===== config.mk =====
export PLATFORM = sky130hd
export DESIGN_NAME = cmdfifo_engine
export DESIGN_NICKNAME = d
export VERILOG_FILES = /design/src/rtl/cmdfifo_pkg.sv /design/src/rtl/cmdfifo_buf.sv /design/src/rtl/cmdfifo_lenparse.sv /design/src/rtl/cmdfifo_stub.sv /design/src/rtl/cmdfifo_engine.sv
export SDC_FILE = /design/constraint.sdc
export NUM_CORES = 1
export LEC_CHECK = 0
export ABC_AREA = 1
export BUFFER_PORTS_ARGS = -buffer_cell sky130_fd_sc_hd__clkbuf_2
export CORE_UTILIZATION = 60
export CTS_CLUSTER_DIAMETER = 150
export DETAILED_ROUTE_END_ITERATION = 10
export PLACE_DENSITY = 0.88
export SETUP_SLACK_MARGIN = 0.4
export SYNTH_ARGS = -nofsm -noshare
export SYNTH_HDL_FRONTEND = slang
export SYNTH_SLANG_ARGS = --single-unit

===== constraint.sdc =====
create_clock -name clk -period 9.5 [get_ports clk]
set_input_delay 1.425 -clock clk [delete_from_list [all_inputs] [get_ports clk]]
set_output_delay 1.425 -clock clk [all_outputs]
set_load 0.1 [all_outputs]

===== src/rtl/cmdfifo_pkg.sv =====
package cmdfifo_pkg;

    typedef enum logic [2:0] {
        ST_IDLE,
        ST_READY,
        ST_RECV,
        ST_FULL,
        ST_EXEC,
        ST_RESP
    } eng_state_t;

    typedef enum logic [1:0] {
        SX_OFF,
        SX_WAIT,
        SX_LOAD
    } stub_phase_t;

    // register offsets inside one locality window
    localparam int OFF_STS     = 'h018;
    localparam int OFF_BURST_L = 'h019;
    localparam int OFF_BURST_H = 'h01A;
    localparam int OFF_FIFO    = 'h024;

    // status byte bit positions
    localparam int B_VALID  = 7;
    localparam int B_CRDY   = 6;
    localparam int B_GO     = 5;
    localparam int B_AVAIL  = 4;
    localparam int B_EXPECT = 3;

    // header layout
    localparam int HDR_BYTES = 10;
    localparam int LEN_FIRST = 2;
    localparam int LEN_LAST  = 5;

    // fixed reply produced by the stub executor
    function automatic logic [7:0] stub_resp_byte(input int idx);
        logic [7:0] b;
        case (idx)
            0:       b = 8'h80;
            1:       b = 8'h01;
            5:       b = 8'(HDR_BYTES);
            default: b = 8'h00;
        endcase
        return b;
    endfunction

endpackage


===== src/rtl/cmdfifo_buf.sv =====
module cmdfifo_buf #(
    parameter int DEPTH = 64,
    localparam int IDX_W = $clog2(DEPTH)
) (
    input  logic             clk,
    input  logic             we,
    input  logic [IDX_W-1:0] widx,
    input  logic [7:0]       wdata,
    input  logic [IDX_W-1:0] ridx,
    output logic [7:0]       rdata
);

    logic [7:0] mem [DEPTH];

    always_ff @(posedge clk) begin
        if (we) begin
            mem[widx] <= wdata;
        end
    end

    assign rdata = mem[ridx];

endmodule


===== src/rtl/cmdfifo_lenparse.sv =====
module cmdfifo_lenparse
    import cmdfifo_pkg::*;
#(
    parameter int IDX_W = 6
) (
    input  logic             clk,
    input  logic             rst_n,
    input  logic             clr,
    input  logic             en,
    input  logic [IDX_W-1:0] idx,
    input  logic [7:0]       data,
    output logic [31:0]      len
);

    // bytes LEN_FIRST..LEN_LAST carry the length, most significant first
    always_ff @(posedge clk) begin
        if (!rst_n || clr) begin
            len <= '0;
        end else if (en) begin
            for (int k = LEN_FIRST; k <= LEN_LAST; k++) begin
                if (idx == IDX_W'(k)) begin
                    len[8*(LEN_LAST-k) +: 8] <= data;
                end
            end
        end
    end

endmodule


===== src/rtl/cmdfifo_stub.sv =====
module cmdfifo_stub
    import cmdfifo_pkg::*;
#(
    parameter int DLY_W = 16,
    parameter int IDX_W = 6
) (
    input  logic             clk,
    input  logic             rst_n,
    input  logic             start,
    input  logic             abort,
    input  logic [DLY_W-1:0] delay,
    output logic             wr_en,
    output logic [IDX_W-1:0] wr_idx,
    output logic [7:0]       wr_data,
    output logic             done
);

    stub_phase_t      phase;
    logic [DLY_W-1:0] cnt;
    logic [IDX_W-1:0] idx;

    always_ff @(posedge clk) begin
        if (!rst_n || abort) begin
            phase <= SX_OFF;
            cnt   <= '0;
            idx   <= '0;
        end else begin
            unique case (phase)
                SX_OFF: begin
                    if (start) begin
                        phase <= SX_WAIT;
                        cnt   <= '0;
                    end
                end
                SX_WAIT: begin
                    if (cnt == delay) begin
                        phase <= SX_LOAD;
                        idx   <= '0;
                    end else begin
                        cnt <= cnt + 1'b1;
                    end
                end
                SX_LOAD: begin
                    if (idx == IDX_W'(HDR_BYTES - 1)) begin
                        phase <= SX_OFF;
                    end else begin
                        idx <= idx + 1'b1;
                    end
                end
                default: phase <= SX_OFF;
            endcase
        end
    end

    always_comb begin
        wr_en   = (phase == SX_LOAD);
        wr_idx  = idx;
        wr_data = stub_resp_byte(int'(idx));
        done    = (phase == SX_LOAD) && (idx == IDX_W'(HDR_BYTES - 1));
    end

endmodule


===== src/rtl/cmdfifo_engine.sv =====
module cmdfifo_engine
    import cmdfifo_pkg::*;
#(
    parameter int DEPTH = 64,
    parameter int LOC_W = 3,
    parameter int OFF_W = 12,
    parameter int DLY_W = 16
) (
    input  logic             clk,
    input  logic             rst_n,
    input  logic             active_vld,
    input  logic [LOC_W-1:0] active_loc,
    input  logic             acc_valid,
    input  logic             acc_write,
    input  logic [LOC_W-1:0] acc_loc,
    input  logic [OFF_W-1:0] acc_off,
    input  logic [7:0]       acc_wdata,
    output logic [7:0]       acc_rdata,
    input  logic [DLY_W-1:0] exec_cycles,
    output logic             ovf_flag
);

    localparam int IDX_W = $clog2(DEPTH);
    localparam int CNT_W = $clog2(DEPTH + 1);

    function automatic logic [CNT_W-1:0] clamp_len(input logic [31:0] l);
        logic [CNT_W-1:0] r;
        if (l > 32'(DEPTH)) begin
            r = CNT_W'(DEPTH);
        end else if (l < 32'(HDR_BYTES)) begin
            r = CNT_W'(HDR_BYTES);
        end else begin
            r = l[CNT_W-1:0];
        end
        return r;
    endfunction

    eng_state_t       state, st_n;
    logic [CNT_W-1:0] rx_cnt, rd_cnt;
    logic [31:0]      cmd_len, resp_len;
    logic [CNT_W-1:0] cmd_tgt, resp_tgt;
    logic [7:0]       sts_byte;
    logic [15:0]      burst;
    logic [7:0]       buf_rdata;

    // access decode
    logic hit, sel_sts, sel_bl, sel_bh, sel_fifo;
    logic crdy_wr, go_wr, fifo_wr, fifo_rd;
    logic rx_ok, rx_last, tx_ok, resp_avail;
    logic [CNT_W-1:0] rx_next;

    // stub executor handshake
    logic             ex_start, ex_wr_en, ex_done;
    logic [IDX_W-1:0] ex_idx;
    logic [7:0]       ex_data;

    // shared buffer write port
    logic             b_we;
    logic [IDX_W-1:0] b_widx;
    logic [7:0]       b_wdata;

    always_comb begin
        hit      = acc_valid && active_vld && (acc_loc == active_loc);
        sel_sts  = (acc_off == OFF_W'(OFF_STS));
        sel_bl   = (acc_off == OFF_W'(OFF_BURST_L));
        sel_bh   = (acc_off == OFF_W'(OFF_BURST_H));
        sel_fifo = (acc_off == OFF_W'(OFF_FIFO));
        crdy_wr  = hit && acc_write && sel_sts && acc_wdata[B_CRDY];
        go_wr    = hit && acc_write && sel_sts && acc_wdata[B_GO] && !acc_wdata[B_CRDY];
        fifo_wr  = hit && acc_write && sel_fifo;
        fifo_rd  = hit && !acc_write && sel_fifo;

        cmd_tgt    = clamp_len(cmd_len);
        resp_tgt   = clamp_len(resp_len);
        rx_ok      = fifo_wr && ((state == ST_READY) || (state == ST_RECV));
        rx_next    = rx_cnt + 1'b1;
        rx_last    = rx_ok && (rx_next >= cmd_tgt);
        resp_avail = (state == ST_RESP) && (rd_cnt < resp_tgt);
        tx_ok      = fifo_rd && resp_avail;
        ex_start   = (state == ST_FULL) && go_wr;
    end

    // next-state logic
    always_comb begin
        st_n = state;
        unique case (state)
            ST_IDLE:  if (crdy_wr) st_n = ST_READY;
            ST_READY: begin
                if (rx_ok) st_n = rx_last ? ST_FULL : ST_RECV;
            end
            ST_RECV: begin
                if (crdy_wr)      st_n = ST_READY;
                else if (rx_last) st_n = ST_FULL;
            end
            ST_FULL: begin
                if (crdy_wr)    st_n = ST_READY;
                else if (go_wr) st_n = ST_EXEC;
            end
            ST_EXEC: begin
                if (crdy_wr)      st_n = ST_READY;
                else if (ex_done) st_n = ST_RESP;
            end
            ST_RESP:  if (crdy_wr) st_n = ST_READY;
            default:  st_n = ST_IDLE;
        endcase
    end

    // state register
    always_ff @(posedge clk) begin
        if (!rst_n) begin
            state <= ST_IDLE;
        end else begin
            state <= st_n;
        end
    end

    // byte counters and drop flag
    always_ff @(posedge clk) begin
        if (!rst_n) begin
            rx_cnt   <= '0;
            rd_cnt   <= '0;
            ovf_flag <= 1'b0;
        end else if (crdy_wr) begin
            rx_cnt   <= '0;
            rd_cnt   <= '0;
            ovf_flag <= 1'b0;
        end else begin
            if (rx_ok) begin
                rx_cnt <= rx_next;
            end
            if (tx_ok) begin
                rd_cnt <= rd_cnt + 1'b1;
            end
            if (fifo_wr && !rx_ok) begin
                ovf_flag <= 1'b1;
            end
        end
    end

    // output process: status byte, burst count, read data
    always_comb begin
        sts_byte           = '0;
        sts_byte[B_VALID]  = (state != ST_EXEC);
        sts_byte[B_CRDY]   = (state == ST_READY);
        sts_byte[B_AVAIL]  = resp_avail;
        sts_byte[B_EXPECT] = (state == ST_RECV);

        unique case (state)
            ST_READY: burst = 16'(DEPTH);
            ST_RECV:  burst = 16'(DEPTH) - 16'(rx_cnt);
            ST_RESP:  burst = resp_avail ? (16'(resp_tgt) - 16'(rd_cnt)) : 16'd0;
            default:  burst = 16'd0;
        endcase

        if (!hit || acc_write) begin
            acc_rdata = 8'hFF;
        end else if (sel_sts) begin
            acc_rdata = sts_byte;
        end else if (sel_bl) begin
            acc_rdata = burst[7:0];
        end else if (sel_bh) begin
            acc_rdata = burst[15:8];
        end else if (sel_fifo) begin
            acc_rdata = resp_avail ? buf_rdata : 8'hFF;
        end else begin
            acc_rdata = 8'h00;
        end
    end

    // shared buffer: host path fills it in receive, stub fills it in exec
    always_comb begin
        b_we    = rx_ok || ex_wr_en;
        b_widx  = ex_wr_en ? ex_idx : rx_cnt[IDX_W-1:0];
        b_wdata = ex_wr_en ? ex_data : acc_wdata;
    end

    cmdfifo_buf #(
        .DEPTH (DEPTH)
    ) u_buf (
        .clk   (clk),
        .we    (b_we),
        .widx  (b_widx),
        .wdata (b_wdata),
        .ridx  (rd_cnt[IDX_W-1:0]),
        .rdata (buf_rdata)
    );

    cmdfifo_lenparse #(
        .IDX_W (IDX_W)
    ) u_cmd_len (
        .clk   (clk),
        .rst_n (rst_n),
        .clr   (crdy_wr),
        .en    (rx_ok),
        .idx   (rx_cnt[IDX_W-1:0]),
        .data  (acc_wdata),
        .len   (cmd_len)
    );

    cmdfifo_lenparse #(
        .IDX_W (IDX_W)
    ) u_resp_len (
        .clk   (clk),
        .rst_n (rst_n),
        .clr   (crdy_wr),
        .en    (ex_wr_en),
        .idx   (ex_idx),
        .data  (ex_data),
        .len   (resp_len)
    );

    cmdfifo_stub #(
        .DLY_W (DLY_W),
        .IDX_W (IDX_W)
    ) u_stub (
        .clk     (clk),
        .rst_n   (rst_n),
        .start   (ex_start),
        .abort   (crdy_wr),
        .delay   (exec_cycles),
        .wr_en   (ex_wr_en),
        .wr_idx  (ex_idx),
        .wr_data (ex_data),
        .done    (ex_done)
    );

endmodule


==> out/qor.csv <==
stage,metric,value,unit
floorplanning,initial_core_util,61.2,%
layout,fillers,2961,
timing,slew_headroom,17.7,%
cts,clock_path_buffers,3,
layout,final_cell_mix,"nand2_1 (813), edfxtp_1 (512), nand3_1 (493)",
power_and_ir_drop,p_per_area,184,nW/um^2
detailed_routing,postRouteAntennaNets,0,
yosys,ys_types,48,
critical_path,crit_path_end_kind,output pin,
placement,hpwl,40100,um
yosys,netlist_area,26500,um^2
critical_path,path_max_fanout,98,
timing,slew_viol_final,0,
detailed_routing,drt_iter0_markers,2483,
yosys,synth-edff-count,512,
floorplanning,die-area,44900,um^2
timing,period_share,69.7,%
layout,final_layout_size_suffix_gt1_share,7.94,%
critical_path,slowest_delay,0.92,ns
floorplanning,die_width,212,um
hold_path,hp-class,register to register,
critical_path,cp_common_cell,nand3_1,
yosys,synth_seq_cells,604,
cts,cts_root_buf,clkbuf_16,
yosys,yosys_warnings,0,
power_and_ir_drop,power.internal,4.20,mW
timing,skew,0.0313,ns
layout,regArea,17200,um^2
grt,globalRouteOverflowTotal,0,
cts,cts_max_level,2,
cts,hold_buffers,0,
placement,place_congestion,0.931,
yosys,synth_cells,2639,
cts,clock-sinks,604,
cts,cts_tree,done,
power_and_ir_drop,swShare,21.1,%
grt,grt_pass1_vias,19539,
timing,setup_ws,2.88,ns
placement,port_buffers,55,
timing,layout_min_cycle_time,6.62,ns
grt,grt.total_usage,30.0,%
yosys,async_flop_share,0,%
detailed_routing,drc,0,
critical_path,worstSetupPathType,register to output pin,
timing,setup_viol,0,
power_and_ir_drop,power_switching,1.12,mW
placement,place_ws,3.75,ns
cts,clk_pin_slew,0.06,ns
yosys,synth.avg_cell_area,10.0,um^2
power_and_ir_drop,ir_worst_vdd,0.000160,V
grt,grt_max_degree,99,
power_and_ir_drop,pwr-share-comb,3.2,%
cts,cts_setup_buffers,0,
critical_path,cp_slowest_cell,buf_4,
layout,nets,2704,
critical_path,critPathArrivalTime,5.20,ns
yosys,syn_nets,2708,
critical_path,startpoint_type,register,
timing,tns,0,ns
grt,grt_pass1_wl,104000,um
grt,antenna_found_initial,1,
floorplanning,die_y,212,um
layout,multiInputGateArea,8250,um^2
layout,final_common_cell,nand2_1,
run_status,status,completed,
power_and_ir_drop,pwr-share-clk,42.6,%
detailed_routing,routed_wl,67300,um
detailed_routing,num_vias,20123,
timing,tightest_slew,1.23,ns
floorplanning,io_pins,56,
floorplanning,num_rows,76,
timing,max_freq,151,MHz
run,cap_violations,0,
cts,numCtsBuffers,57,
cts,cts_resized,0,
yosys,synthFlopType,edfxtp_1,
power_and_ir_drop,p_leak,10.5,nW
cts,clock_latency,0.63,ns
detailed_routing,wl_per_cell,20.6,um
detailed_routing,drt_pass1_iterations,6,
timing,hold_violations,0,
floorplanning,core-area,43300,um^2
timing,rsz0062_at_grt,no,
critical_path,path_cells,"buf_4, buf_4, nand2_1, nand3_1, nand3_1, nand2_1, nand2_1, nand3_1, nand3_1, nand3_1, nand2_1, nand4_1, clkbuf_2",
yosys,ys_seq_area_share,65.1,%
critical_path,crit_required,8.08,ns
detailed_routing,routed_via_density,6.15,
layout,area_growth,9.43,%
power_and_ir_drop,seqPwrFrac,54.2,%
## worst paths after layout
path                             startpoint                        endpoint  slack, ns  depth (start not counted)
min          u_cmd_len.len[18]$_SDFFE_PP0P_  u_cmd_len.len[18]$_SDFFE_PP0P_       0.45                          2
max reg2reg    u_stub.phase[1]$_SDFFE_PP0P_      u_buf.mem[39][2]$_DFFE_PP_       5.50                          8
max                                register                    acc_rdata[4]       2.88                         13
min reg2reg  u_cmd_len.len[18]$_SDFFE_PP0P_  u_cmd_len.len[18]$_SDFFE_PP0P_       0.45                          2
## sequential cells by signal, summed over array words and instances (netlist names), 2 cells and up, named ones only
signal	flops
u_buf.mem	512
u_cmd_len.len	32
u_stub.cnt	16
u_resp_len.len	12
rd_cnt	7
rx_cnt	7
u_stub.wr_idx	6
state	3
u_stub.phase	2
## cell families after synthesis
family | after synthesis | share of synthesized area (%)
compound gates | 161 | 3.23
xor+xnor | 40 | 1.32
fa+ha+maj | 22 | 1.07
buf+inv | 264 | 4.04
flops | 604 | 65.1
simple gates | 1548 | 25.3
## power by group through the flow
stage          registers, mW  clock network (mW)  logic [mW]
6_report                2.89                2.27       0.173
5_1_grt                 2.89                2.36       0.190
4_1_cts                 2.89                2.26       0.170
3_5_place_dp            2.94                   0       0.169
3_3_place_gp            2.94                   0       0.164
2_1_floorplan           2.95                   0       0.111
## worst max-delay path: cells and delay by family (launching register included)
kind | cells | cell delay (ns)
AND/OR/NAND/NOR | 10 | 1.39
buffers and inverters | 3 | 2.26
flip-flops | 1 | 0.81
## layout make-up
type / instances / area share [%]
Antenna cell: 1 / 0.00864
Clock buffer: 83 / 5.69
Clock inverter: 25 / 0.687
Inverter: 128 / 1.69
Multi-Input combinational cell: 1771 / 28.5
Sequential cell: 604 / 59.5
Tap cell: 585 / 2.53
Timing Repair Buffer: 73 / 1.42
## layer usage
layer | GRT usage, % | vias up | routed length, um | share of wire [%]
met3 | 6.06 | 279 | 7630 | 11
met1 | 38.5 | 9372 | 24400 | 36
li1 | - | 9020 | - | -
met2 | 49.4 | 1450 | 32200 | 48
met5 | 0.556 | - | 34 | 0.051
met4 | 13.9 | 2 | 3020 | 4.5
## Yosys cell counts, drive strengths merged (28+ instances only)
cell type | instances | area share, %
o21ai | 61 | 1.2
clkbuf | 58 | 0.83
xor2 | 28 | 0.93
inv | 127 | 1.8
buf | 78 | 1.4
a21oi | 82 | 1.6
nand3 | 494 | 9.4
nor3 | 29 | 0.65
dfxtp | 92 | 7.0
edfxtp | 512 | 58
nand2 | 818 | 12
nor2 | 171 | 2.5
## per-stage QoR
step           util (%)  std cells  area [um^2]  total power, mW  hold WS (ns)
2_1_floorplan         -       2639        26500             3.06         0.423
3_3_place_gp       62.6       3161        27100             3.11         0.431
3_5_place_dp       62.6       3161        27100             3.11         0.436
4_1_cts            66.9       3269        29000             5.32         0.446
5_1_grt            66.9       3269        29000             5.44         0.458
6_report           66.9       3270        29000             5.33         0.447
Note: power is estimated with default switching activity, not from simulation.
